File: src/rtl/mmul_pkg.sv
package mmul_pkg;

    localparam int unsigned REG_AW = 3;

    typedef enum logic [REG_AW-1:0] {
        REG_FAC_A   = 3'd0,
        REG_FAC_B   = 3'd1,
        REG_PROD_LO = 3'd2,
        REG_PROD_HI = 3'd3,
        REG_CSR     = 3'd4
    } reg_sel_e;

    localparam int unsigned CSR_MODE_BIT = 0;
    localparam int unsigned CSR_BUSY_BIT = 1;
    localparam int unsigned CSR_DONE_BIT = 2;

    typedef struct packed {
        logic wr_a;
        logic wr_b;
        logic wr_mode;
        logic rd_hi;
    } bus_dec_t;

    typedef struct packed {
        logic mode_signed;
        logic busy;
        logic done;
    } stat_t;

    function automatic bus_dec_t decode_access(input logic en, input logic we,
                                               input logic [REG_AW-1:0] addr,
                                               input logic busy);
        bus_dec_t d;
        d.wr_a    = en && we && !busy && (reg_sel_e'(addr) == REG_FAC_A);
        d.wr_b    = en && we && !busy && (reg_sel_e'(addr) == REG_FAC_B);
        d.wr_mode = en && we && !busy && (reg_sel_e'(addr) == REG_CSR);
        d.rd_hi   = en && !we && (reg_sel_e'(addr) == REG_PROD_HI);
        return d;
    endfunction

endpackage

File: src/rtl/mmul_opregs.sv
module mmul_opregs
    import mmul_pkg::*;
#(
    parameter int unsigned DATA_W = 32
) (
    input  logic                  clk,
    input  logic                  rst,
    input  logic                  bus_en,
    input  logic                  bus_we,
    input  logic [REG_AW-1:0]     bus_addr,
    input  logic [DATA_W-1:0]     bus_wdata,
    input  logic                  busy,
    output logic [DATA_W-1:0]     fac_a,
    output logic [DATA_W-1:0]     fac_b,
    output logic                  mode_signed,
    output logic                  start,
    output logic                  rd_hi
);

    bus_dec_t dec;

    always_comb begin
        dec   = decode_access(bus_en, bus_we, bus_addr, busy);
        start = dec.wr_b;
        rd_hi = dec.rd_hi;
    end

    always_ff @(posedge clk) begin
        if (rst) begin
            fac_a       <= '0;
            fac_b       <= '0;
            mode_signed <= 1'b0;
        end else begin
            if (dec.wr_a)    fac_a       <= bus_wdata;
            if (dec.wr_b)    fac_b       <= bus_wdata;
            if (dec.wr_mode) mode_signed <= bus_wdata[CSR_MODE_BIT];
        end
    end


    fac_frozen_chk: assert property (@(posedge clk) disable iff (rst)
        busy |=> ($stable(fac_a) && $stable(fac_b) && $stable(mode_signed)));

endmodule

File: src/rtl/mmul_sequencer.sv
module mmul_sequencer #(
    parameter int unsigned LAT = 3
) (
    input  logic clk,
    input  logic rst,
    input  logic start,
    input  logic rd_hi,
    output logic busy,
    output logic done,
    output logic load
);

    localparam int unsigned CW = $clog2(LAT + 1);

    logic [CW-1:0] remain;

    assign load = busy && (remain == '0);

    always_ff @(posedge clk) begin
        if (rst) begin
            busy   <= 1'b0;
            done   <= 1'b0;
            remain <= '0;
        end else begin
            if (start) begin
                busy   <= 1'b1;
                remain <= CW'(LAT - 1);
            end else if (load) begin
                busy   <= 1'b0;
            end else if (busy) begin
                remain <= remain - 1'b1;
            end

            if (start)      done <= 1'b0;
            else if (load)  done <= 1'b1;
            else if (rd_hi) done <= 1'b0;
        end
    end


    start_busy_chk: assert property (@(posedge clk) disable iff (rst)
        start |=> busy);


    busy_hold_chk: assert property (@(posedge clk) disable iff (rst)
        (busy && !load) |=> busy);


    done_on_load_chk: assert property (@(posedge clk) disable iff (rst)
        load |=> (done && !busy));


    done_clear_chk: assert property (@(posedge clk) disable iff (rst)
        (rd_hi && !load && !start) |=> !done);

endmodule

File: src/rtl/mmul_array.sv
module mmul_array #(
    parameter int unsigned DATA_W = 32
) (
    input  logic [DATA_W-1:0]   fac_a,
    input  logic [DATA_W-1:0]   fac_b,
    input  logic                mode_signed,
    output logic [2*DATA_W-1:0] prod
);

    localparam int unsigned PW = 2 * DATA_W;

    logic [PW-1:0] a_ext;
    logic [PW-1:0] rows [DATA_W];
    logic [PW-1:0] corr;

    assign a_ext = mode_signed ? {{DATA_W{fac_a[DATA_W-1]}}, fac_a}
                               : {{DATA_W{1'b0}}, fac_a};

    for (genvar i = 0; i < DATA_W; i++) begin : g_row
        assign rows[i] = fac_b[i] ? (a_ext << i) : '0;
    end

    // A negative multiplier weighs its top bit as -2^(DATA_W-1): subtract a 2^DATA_W shift.
    assign corr = (mode_signed && fac_b[DATA_W-1]) ? (PW'(0) - (a_ext << DATA_W)) : '0;

    always_comb begin
        prod = corr;
        for (int k = 0; k < DATA_W; k++) begin
            prod = prod + rows[k];
        end
    end

endmodule

File: src/rtl/mmul_periph.sv
module mmul_periph
    import mmul_pkg::*;
#(
    parameter int unsigned DATA_W = 32,
    parameter int unsigned LAT    = 3
) (
    input  logic                clk,
    input  logic                rst,
    input  logic                bus_en,
    input  logic                bus_we,
    input  logic [REG_AW-1:0]   bus_addr,
    input  logic [DATA_W-1:0]   bus_wdata,
    output logic [DATA_W-1:0]   bus_rdata
);

    localparam int unsigned PW = 2 * DATA_W;

    logic [DATA_W-1:0] fac_a;
    logic [DATA_W-1:0] fac_b;
    logic              start;
    logic              rd_hi;
    logic              load;
    logic [PW-1:0]     prod_comb;
    logic [PW-1:0]     prod_q;
    stat_t             st;

    mmul_opregs #(.DATA_W(DATA_W)) u_regs (
        .clk         (clk),
        .rst         (rst),
        .bus_en      (bus_en),
        .bus_we      (bus_we),
        .bus_addr    (bus_addr),
        .bus_wdata   (bus_wdata),
        .busy        (st.busy),
        .fac_a       (fac_a),
        .fac_b       (fac_b),
        .mode_signed (st.mode_signed),
        .start       (start),
        .rd_hi       (rd_hi)
    );

    mmul_sequencer #(.LAT(LAT)) u_seq (
        .clk   (clk),
        .rst   (rst),
        .start (start),
        .rd_hi (rd_hi),
        .busy  (st.busy),
        .done  (st.done),
        .load  (load)
    );

    mmul_array #(.DATA_W(DATA_W)) u_array (
        .fac_a       (fac_a),
        .fac_b       (fac_b),
        .mode_signed (st.mode_signed),
        .prod        (prod_comb)
    );

    always_ff @(posedge clk) begin
        if (rst)       prod_q <= '0;
        else if (load) prod_q <= prod_comb;
    end

    always_comb begin
        bus_rdata = '0;
        case (reg_sel_e'(bus_addr))
            REG_FAC_A:   bus_rdata = fac_a;
            REG_FAC_B:   bus_rdata = fac_b;
            REG_PROD_LO: bus_rdata = prod_q[DATA_W-1:0];
            REG_PROD_HI: bus_rdata = prod_q[PW-1:DATA_W];
            REG_CSR: begin
                bus_rdata[CSR_MODE_BIT] = st.mode_signed;
                bus_rdata[CSR_BUSY_BIT] = st.busy;
                bus_rdata[CSR_DONE_BIT] = st.done;
            end
            default:     bus_rdata = '0;
        endcase
    end


    prod_hold_chk: assert property (@(posedge clk) disable iff (rst)
        !load |=> $stable(prod_q));


    reset_clear_chk: assert property (@(posedge clk)
        rst |=> (prod_q == '0 && !st.busy && !st.done && fac_a == '0 && fac_b == '0));


    reserved_zero_chk: assert property (@(posedge clk) disable iff (rst)
        (bus_addr > 3'd4) |-> (bus_rdata == '0));

endmodule

File: config.mk
export PLATFORM = sky130hd
export DESIGN_NAME = mmul_periph
export DESIGN_NICKNAME = d
export VERILOG_FILES = /design/src/rtl/mmul_pkg.sv /design/src/rtl/mmul_opregs.sv /design/src/rtl/mmul_sequencer.sv /design/src/rtl/mmul_array.sv /design/src/rtl/mmul_periph.sv
export SDC_FILE = /design/constraint.sdc
export NUM_CORES = 2
export LEC_CHECK = 0
export BUFFER_PORTS_ARGS = -buffer_cell sky130_fd_sc_hd__buf_2
export CORE_AREA = 2 2 261 263
export DETAILED_ROUTE_END_ITERATION = 12
export DIE_AREA = 0 0 263 265
export PLACE_DENSITY = 0.86
export SLEW_MARGIN = 20
export SYNTH_ARGS = -nofsm -noshare
export SYNTH_HDL_FRONTEND = slang
export SYNTH_SLANG_ARGS = --single-unit
File: constraint.sdc
create_clock -name clk -period 19.45 [get_ports clk]
set_clock_uncertainty 0.1 [all_clocks]
set_input_delay 0.9725 -clock clk [delete_from_list [all_inputs] [get_ports clk]]
set_output_delay 0.9725 -clock clk [all_outputs]
set_load 0.01 [all_outputs]
==> impl_metrics.py <==
metrics = {
    "status": {
        "outcome": "finished, final reports clean",
    },
    "critical_path": {
        "cp-end-kind": "flop",
        "cp.arrival_ps": 9560,
        "critical_path.most_common_cell": "fa_1",
        "critPathMaxStageDelay_ps": 650,
        "start_kind": "flop",
        "critPathKind": "flop to flop",
        "critical_path_required_ps": 19670,
        "critPathSlowestCell": "or4_4",
        "path_max_fanout": 39,
    },
    "min_path": {
        "hold_path_class": "flop to flop",
    },
    "routing": {
        "vias": 33400,
        "final_antenna_net_count": 0,
        "drc": 0,
        "drt_pass1_iterations": 6,
        "drt-initial-drc-count": 3450,
        "wl_per_cell_um": 22.1,
        "viasPerCell": 6.05,
        "wl_mm": 122,
    },
    "yosys": {
        "synth.avg_cell_area_um2": 8.96,
        "synthTopCellsByArea": "fa_1 53%, inv_1 9.0%, nand2_1 8.0%",
        "syn_inst": 4801,
        "synthFlopType": "dfxtp_1",
        "synth_top_cell_area_share_pct": 52.6,
        "ys_ff_latch": 133,
        "yosysWarningCount": 0,
        "muxShareOfSynthArea_pct": 0.198,
        "synth_edf_count": 0,
        "yosysMostFrequentCell": "fa_1",
        "synth_area_leader_cell": "fa_1",
        "synth_top_family_by_area": "adder cells",
        "netlist_area_um2": 43000,
        "yosys-top-cells-count": "1129 x fa_1, 1026 x inv_1, 916 x nand2_1",
        "synthArstFlopShare_pct": 0,
        "syn_nets": 6145,
        "synth_xor_area_share_pct": 1.85,
        "synth.distinct_cells": 65,
        "synth-compound-area-share_pct": 5.52,
        "synthAdderAreaFrac_pct": 57.7,
        "synth-seq-area-share_pct": 6.19,
        "synth_simple_gate_area_share_pct": 16.7,
    },
    "clock_network": {
        "cts_sinks": 133,
        "cts_made_buffers": 17,
        "cts_resized": 0,
        "cts.hold.buffers_added": 0,
        "cts_tree": "done",
        "cts_setup_buffers": 0,
        "cts_root_buf": "clkbuf_16",
        "cts.htree.levels": 4,
        "clkTransAtPathRegs_ps": 70,
        "clockBufferDepth": 2,
        "clk_latency_ps": 440,
    },
    "grt": {
        "grt_usage_pct": 36.8,
        "grt_pass1_wl_mm": 197,
        "antenna_found_initial": 6,
        "grt_overflow": 0,
        "globalRouteMet3Util_pct": 8.04,
        "busiest_layer": "met2",
        "grt_max_degree": 68,
        "grt_pass1_vias": 37100,
        "grt_use_met1_pct": 44.8,
        "use_met2_pct": 59.7,
    },
    "layout": {
        "syn_to_final_growth_pct": 3.33,
        "drive_gt1_share_pct": 4.49,
        "nets": 5981,
        "final_core_utilization_pct": 66.5,
    },
    "sta": {
        "setup_viol": 0,
        "fmax_mhz": 107,
        "holdWs_ps": 351,
        "slew_headroom_pct": 25.2,
        "fin_tns_setup_ps": 0,
        "hold_violations": 0,
        "rsz0062_at_grt": "false",
        "period_needed_ps": 9340,
        "finalMaxSlewViolations": 0,
        "worstMarginPinSlew_ps": 1120,
        "finalCritPeriodShare_pct": 48.0,
    },
    "placement": {
        "dpl.hpwl_mm": 94.0,
        "portBuffers": 70,
        "place_congestion": 1.03,
    },
    "floorplanning": {
        "core_area_um2": 66800,
        "io_pins": 71,
        "die_h_um": 265,
        "fp-row-count": 95,
        "start_util_pct": 64.4,
        "die_w_um": 263,
        "die-area_um2": 69700,
    },
    "pwr": {
        "p_per_area_nw_per_um2": 15.8,
        "cellLeakagePower_uw": 0.0188,
        "ir_drop_v": 0.0000703,
    },
    "job": {
        "maxCapViolCount": 0,
    },
}
==> flip-flops by register name, indices dropped and copies added (netlist names) <==
| name | count |
|---|---|
| u_regs.mode_signed | 1 |
| u_regs.fac_a | 32 |
| prod_q | 64 |
| u_seq.busy | 1 |
| u_seq.remain | 2 |
| u_seq.done | 1 |
| u_regs.fac_b | 32 |
==> cell type report <==
cell class | count | area (um2)
Clock inverter | 15 | 181
Antenna cell | 8 | 20.0
Sequential cell | 133 | 2680
Clock buffer | 17 | 425
Inverter | 1026 | 3850
Multi-Input combinational cell | 3313 | 35300
Fill cell | 5028 | 22400
Timing Repair Buffer | 146 | 923
Tap cell | 873 | 1090
==> routing by layer <==
metal  wire, um  vias to the layer above
li1           -                    13700
met1      41000                    16900
met2      57400                     2254
met3      14000                      601
met4       9740                        2
met5         12                        -
==> cells in the final DEF, fill, tap and decap left out, types with 7 or more instances in the layout <==
master,Yosys,routed
nor4_1,8,8
o21a_1,9,9
fa_1,1129,1129
buf_4,0,77
xnor2_1,55,55
clkbuf_16,0,17
o211ai_1,7,7
buf_2,1,69
nor3b_1,10,9
diode_2,0,8
nor2_1,78,78
dfxtp_1,133,120
and3_1,25,25
a21oi_1,179,179
xor2_1,36,36
ha_1,176,176
o21ai_0,38,38
nand4_1,10,10
a22o_1,29,29
nand2_1,916,915
nand3_1,19,19
dfxtp_2,0,13
a21o_1,19,19
and2_1,405,404
o21bai_1,9,9
a221o_1,29,29
nor3_1,27,26
inv_1,1026,1026
a211oi_1,14,14
==> cells by family after synthesis <==
| group | after synthesis |
|---|---|
| buf+inv | 1355 |
| flops | 133 |
| mux | 7 |
| simple gates | 1538 |
| xor+xnor | 91 |
| compound gates | 372 |
| fa+ha+maj | 1305 |
==> power by group <==
part,internal [uW],leakage (uW),total (uW),switching [uW]
logic,22.3,0.0174,84.5,62.1
registers,274,0.00108,279,4.29
clock network,185,0.000296,338,154
total,481,0.0188,701,220
==> path summary, 6_finish.rpt <==
path                         from  slack (ps)          to  cells past startpoint
setup reg to reg  u_regs.fac_a[3]       10110  prod_q[62]                     30
hold reg to reg        prod_q[33]         350  prod_q[33]                      2
setup / recovery  u_regs.fac_a[3]       10110  prod_q[62]                     30
hold / removal         prod_q[33]         350  prod_q[33]                      2
==> critical path: cells and delay by family (launching register included) <==
family          cells  cell delay, ps
fa+ha+maj           9            4270
simple gates        9            2680
compound gates      7            1080
buf+inv             3             420
xor+xnor            2             350
flops               1             310
==> per-stage QoR <==
stage	setup slack, ps	std cells	instance area (um2)	total power, uW
global placement	10380	5491	43800	362
floorplan	11100	4801	43000	332
finish	10110	5531	44400	701
global route	9620	5528	44400	713
CTS	10190	5523	44400	694
detailed placement	10210	5491	43800	364
(Power assumes the default switching activity.)
